<file path="config.mk">
export PLATFORM = sky130hd
export DESIGN_NAME = spi_buf_status
export DESIGN_NICKNAME = d
export VERILOG_FILES = /design/src/rtl/spi_bs_pkg.sv /design/src/rtl/spi_bs_txreg.sv /design/src/rtl/spi_bs_rxreg.sv /design/src/rtl/spi_bs_flags.sv /design/src/rtl/spi_buf_status.sv
export SDC_FILE = /design/constraint.sdc
export NUM_CORES = 1
export LEC_CHECK = 0
export BUFFER_PORTS_ARGS = -buffer_cell sky130_fd_sc_hd__buf_2
export CAP_MARGIN = 10
export CORE_UTILIZATION = 25
export CTS_BUF_LIST = sky130_fd_sc_hd__clkbuf_4
export DETAILED_ROUTE_END_ITERATION = 6
export PLACE_DENSITY_LB_ADDON = 0.2
export SKIP_LAST_GASP = 1
export SLEW_MARGIN = 20
export SYNTH_ARGS = -nofsm -noshare
export SYNTH_HDL_FRONTEND = slang
export SYNTH_SLANG_ARGS = --single-unit
</file>
<file path="constraint.sdc">
create_clock -name clk -period 2.2 [get_ports clk]
set_clock_uncertainty 0.2 [all_clocks]
set_input_delay 0.22 -clock clk [delete_from_list [all_inputs] [get_ports clk]]
set_output_delay 0.22 -clock clk [all_outputs]
set_load 0.02 [all_outputs]
</file>
<file path="src/rtl/spi_bs_pkg.sv">
package spi_bs_pkg;
  localparam int ROE_B  = 3;
  localparam int TOE_B  = 4;
  localparam int TMT_B  = 5;
  localparam int TRDY_B = 6;
  localparam int RRDY_B = 7;
  localparam int ERR_B  = 8;
  localparam int EOP_B  = 9;
  localparam int STW    = EOP_B + 1;

  typedef enum logic [2:0] {
    A_RXDATA = 3'd0,
    A_TXDATA = 3'd1,
    A_STATUS = 3'd2,
    A_IRQEN  = 3'd3,
    A_MARK   = 3'd4
  } addr_e;
endpackage

</file>
<file path="src/rtl/spi_bs_txreg.sv">
module spi_bs_txreg #(
  parameter int DW = 16
) (
  input  logic          clk,
  input  logic          rst_n,
  input  logic          wr,
  input  logic [DW-1:0] wdata,
  input  logic          take,
  output logic          full,
  output logic [DW-1:0] data,
  output logic          ovr
);
  logic          full_n;
  logic          ld;

  always_comb begin
    ld     = wr & ~full;
    ovr    = wr & full;
    full_n = full;
    if (ld)        full_n = 1'b1;
    else if (take) full_n = 1'b0;
  end

  always_ff @(posedge clk or negedge rst_n) begin
    if (!rst_n) begin
      full <= 1'b0;
      data <= '0;
    end else begin
      full <= full_n;
      if (ld) data <= wdata;
    end
  end
endmodule

</file>
<file path="src/rtl/spi_bs_rxreg.sv">
module spi_bs_rxreg #(
  parameter int DW = 16
) (
  input  logic          clk,
  input  logic          rst_n,
  input  logic          arrive,
  input  logic [DW-1:0] din,
  input  logic          rd,
  output logic          full,
  output logic [DW-1:0] data,
  output logic          ovr
);
  logic full_n;

  always_comb begin
    ovr    = arrive & full & ~rd;
    full_n = arrive | (full & ~rd);
  end

  always_ff @(posedge clk or negedge rst_n) begin
    if (!rst_n) begin
      full <= 1'b0;
      data <= '0;
    end else begin
      full <= full_n;
      if (arrive) data <= din;
    end
  end
endmodule

</file>
<file path="src/rtl/spi_bs_flags.sv">
module spi_bs_flags (
  input  logic clk,
  input  logic rst_n,
  input  logic roe_set,
  input  logic toe_set,
  input  logic eop_set,
  input  logic clr,
  output logic roe,
  output logic toe,
  output logic eop
);
  logic roe_n, toe_n, eop_n;

  always_comb begin
    roe_n = roe_set | (roe & ~clr);
    toe_n = toe_set | (toe & ~clr);
    eop_n = eop_set | (eop & ~clr);
  end

  always_ff @(posedge clk or negedge rst_n) begin
    if (!rst_n) begin
      roe <= 1'b0;
      toe <= 1'b0;
      eop <= 1'b0;
    end else begin
      roe <= roe_n;
      toe <= toe_n;
      eop <= eop_n;
    end
  end
endmodule

</file>
<file path="src/rtl/spi_buf_status.sv">
module spi_buf_status
  import spi_bs_pkg::*;
#(
  parameter int DW = 16
) (
  input  logic          clk,
  input  logic          rst_n,
  input  logic          reg_wr,
  input  logic          reg_rd,
  input  logic [2:0]    reg_addr,
  input  logic [DW-1:0] reg_wdata,
  output logic [DW-1:0] reg_rdata,
  output logic          irq,
  output logic          eng_tx_valid,
  output logic [DW-1:0] eng_tx_data,
  input  logic          eng_tx_take,
  input  logic          eng_busy,
  input  logic          eng_rx_valid,
  input  logic [DW-1:0] eng_rx_data
);
  addr_e          addr;
  logic           wr_tx, wr_st, wr_en, wr_mk, rd_rx;
  logic [STW-1:0] en_q, en_n;
  logic [DW-1:0]  mark_q, mark_n;
  logic           rx_full, rx_ovr, tx_ovr;
  logic [DW-1:0]  rx_data;
  logic           roe, toe, eop, eop_hit;
  logic [STW-1:0] status_w;

  always_comb begin
    addr  = addr_e'(reg_addr);
    wr_tx = reg_wr && (addr == A_TXDATA);
    wr_st = reg_wr && (addr == A_STATUS);
    wr_en = reg_wr && (addr == A_IRQEN);
    wr_mk = reg_wr && (addr == A_MARK);
    rd_rx = reg_rd && (addr == A_RXDATA);
  end

  always_comb begin
    en_n   = wr_en ? reg_wdata[STW-1:0] : en_q;
    mark_n = wr_mk ? reg_wdata : mark_q;
  end

  always_ff @(posedge clk or negedge rst_n) begin
    if (!rst_n) begin
      en_q   <= '0;
      mark_q <= '0;
    end else begin
      en_q   <= en_n;
      mark_q <= mark_n;
    end
  end

  spi_bs_txreg #(.DW(DW)) u_tx (
    .clk(clk), .rst_n(rst_n), .wr(wr_tx), .wdata(reg_wdata),
    .take(eng_tx_take), .full(eng_tx_valid), .data(eng_tx_data), .ovr(tx_ovr)
  );

  spi_bs_rxreg #(.DW(DW)) u_rx (
    .clk(clk), .rst_n(rst_n), .arrive(eng_rx_valid), .din(eng_rx_data),
    .rd(rd_rx), .full(rx_full), .data(rx_data), .ovr(rx_ovr)
  );

  assign eop_hit = (wr_tx && (reg_wdata == mark_q)) || (rd_rx && (rx_data == mark_q));

  spi_bs_flags u_flags (
    .clk(clk), .rst_n(rst_n), .roe_set(rx_ovr), .toe_set(tx_ovr),
    .eop_set(eop_hit), .clr(wr_st), .roe(roe), .toe(toe), .eop(eop)
  );

  always_comb begin
    status_w         = '0;
    status_w[ROE_B]  = roe;
    status_w[TOE_B]  = toe;
    status_w[TMT_B]  = ~eng_busy;
    status_w[TRDY_B] = ~eng_tx_valid;
    status_w[RRDY_B] = rx_full;
    status_w[ERR_B]  = roe | toe;
    status_w[EOP_B]  = eop;
  end

  assign irq = |(status_w & en_q);

  always_comb begin
    reg_rdata = '0;
    case (addr)
      A_RXDATA: reg_rdata = rx_data;
      A_STATUS: reg_rdata[STW-1:0] = status_w;
      default:  reg_rdata = '0;
    endcase
  end
endmodule

</file>
==> flow_metrics.tcl <==
set metrics [dict create \
    status "finished clean" \
    cts_made_buffers 9 \
    drc_errors 0 \
    grt_usage 0.137 \
    synth_cells 217 \
    r2r_setup_slack_ns 0.54 \
    syn-cell-area_sq_mm 0.00289 \
    viasPerCell 4.32 \
    synthTopCellsByArea "dfrtp_1 (52%), mux2_2 (14%), xnor2_1 (4.9%), xor2_1 (4.9%), mux2_4 (4.7%)" \
    dieArea_sq_mm 0.0120 \
    max_freq_mhz 475 \
    cts_root_buf "clkbuf_4" \
    crit_required_ns 1.78 \
    period_share 0.957 \
    num_rows 38 \
    synth_cell_type_count 33 \
    ys.warnings.count 0 \
    grt_busiest_layer "met2" \
    endpoint "reg_rdata[11]" \
    final_cell_count_no_fill 480 \
    start_util 0.262 \
    ir_drop_mv 0.411 \
    routed_wl_microns 7580 \
    worstPathArrival_ns 1.69 \
    min_path_type "input port to register" \
    path_max_fanout 5 \
    drtIter0Drc 61 \
    die_w_microns 110 \
    rr_worst_depth 5 \
    insertion_delay_ns 0.40 \
    yosysMostFrequentCell "dfrtp_1" \
    fin_util 0.354 \
    met1_usage 0.180 \
    power.leakage_nw 1.78 \
    final.setup.tns_ns 0 \
    via_count 2073 \
    cts.reportedPaths.clkPinSlew_ns 0.11 \
    antenna_left 0 \
    p_comb_frac 0.269 \
    synthArstFlopShare 1.00 \
    place_hpwl_microns 5370 \
    cts.path.max_buffers 2 \
    holdPathStages 4 \
    dp_cells 429 \
    grt_pass1_vias 2155 \
    p_sw_w 0.000926 \
    p_sw_frac 0.323 \
    die_h_microns 110 \
    synth_top_cells_by_count "dfrtp_1 (60), mux2_2 (36), xnor2_1 (16), xor2_1 (16)" \
    setup_violations 0 \
    maxSlewViolCount 0 \
    rr_startpoint "mark_q[0]" \
    use_met2 0.222 \
    final_cell_area_sq_mm 0.00391 \
    cts_tree "built" \
    syn2layout_area_growth_pct 35.3 \
    p_int_w 0.00194 \
    synth_fp_nets 259 \
    portBuffers 75 \
    finalNetCount 379 \
    synth_edf_count 0 \
    routedWlPerCell_microns 15.8 \
    clock-sinks 60 \
    powerDensity_mw_per_mm2 733 \
    drive_above_1_share 0.421 \
    maxSlewHeadroom 0.724 \
    startpoint "reg_addr[0]" \
    core_area_sq_mm 0.0110 \
    gp_congestion 0.743 \
    ys_ff_latch 60 \
    power_frac_seq 0.515 \
    synth-main-ff-cell "dfrtp_1" \
    drv_cap 0 \
    grt_max_degree 61 \
    cp-start-kind "input port" \
    n_antenna_cell 0 \
    fin_crit_ns 2.11 \
    syn_avg_cell_area_sq_um 13.3 \
    grt-ovfl-total 0 \
    use_met3 0.0338 \
    r2r-end "u_flags.eop" \
    drt_pre_antenna_iters 4 \
    criticalPathCategory "input port to primary output" \
    netlist.area_leader.share 0.520 \
    clkPwrFrac 0.216 \
    worst_pin_slew_ns 0.413 \
    place_area_sq_mm 0.00344 \
    synth_top_area_cell "dfrtp_1" \
    finalHoldViolCount 0 \
    synth_seq_area_share 0.520 \
    grt_antenna_before_repair 0 \
    cts_setup_buffers 0 \
    boundaryPins 76 \
    critPathCaptureType "primary output" \
    cts_max_level 3 \
    rsz0062_at_grt "false" \
    grt_pass1_wl_microns 11900 \
]
[cells by family after synthesis]
kind of cell,count (synthesis),synth area share
buffers and inverters,11,0.0256
and+or+nand+nor,40,0.0819
xor gates and xnor gates,32,0.0970
DFF,60,0.520
AOI/OAI and AO/OA,13,0.0290
muxes,61,0.247
[worst min path at each step]
stage	from	to	slack [ns]
floorplan	rst_n	en_q[3]	-0.28
global placement	rst_n	u_tx.data[12]	0.06
detailed placement	rst_n	u_tx.data[12]	0.06
CTS	reg_wr	u_flags.toe	0.005
global route	reg_wr	u_flags.toe	0.04
finish	reg_wr	u_flags.toe	0.03
[per-stage QoR]
step / hold WS [ns] / setup slack [ns] / total power (W)
6_report: 0.0305 / 0.0937 / 0.00286
5_1_grt: 0.0375 / 0.0481 / 0.00305
4_1_cts: 0.00546 / 0.0169 / 0.00292
3_5_place_dp: 0.0644 / 0.403 / 0.00223
3_3_place_gp: 0.0637 / 0.460 / 0.00222
2_1_floorplan: -0.276 / 0.625 / 0.00194
[power by group through the flow]
stage                     Sequential, W  Combinational (W)  Clock, W
final                           0.00148           0.000769  0.000619
after floorplan                 0.00154           0.000402         0
after detailed placement        0.00150           0.000729         0
after global routing            0.00151           0.000845  0.000702
after global placement          0.00150           0.000724         0
after CTS                       0.00148           0.000780  0.000658
[critical path, stage by stage]
cell and delay (ns):
dlygate4sd3_1 0.53, buf_2 0.15, or2_4 0.29, nor2_4 0.18, and2_1 0.15, buf_2 0.16
[area by class of cell]
cell class	count	area, sq um
clock buffer	10	75.1
timing repair buffer	116	798
tap	140	175
fill	1147	7120
sequential	60	1500
multi-input combinational	147	1330
inverter	3	11.3
clock inverter	4	18.8
[state kept, by name (all words and copies together) (netlist names)]
name / cells
mark_q: 16
en_q: 7
u_flags.roe: 1
u_flags.eop: 1
u_rx.full: 1
u_tx.data: 16
u_rx.data: 16
u_flags.toe: 1
u_tx.full: 1
[cells in the final DEF (no fill, tap or decap), types with 9 or more instances in the layout]
master / count
dlygate4sd3_1: 36
mux2_4: 9
xor2_1: 16
mux2_1: 10
and2_1: 10
xnor2_1: 16
buf_2: 75
clkbuf_4: 10
dfrtp_1: 60
nor2_1: 9
mux2_2: 36
[layer usage]
layer | part of all wire | vias up
li1 | - | 1001
met1 | 0.48 | 1007
met2 | 0.47 | 61
met3 | 0.048 | 4
met4 | 0.0037 | 0
met5 | 0 | -
[repair_timing]
item                                    4_1_cts  5_1_grt
hold endpoints to repair                    118        0
hold buffers                                 36        0
resized for setup                             0        2
endpoints found under the setup margin        0        9
No activity file was read; power rests on OpenSTA's default activity.
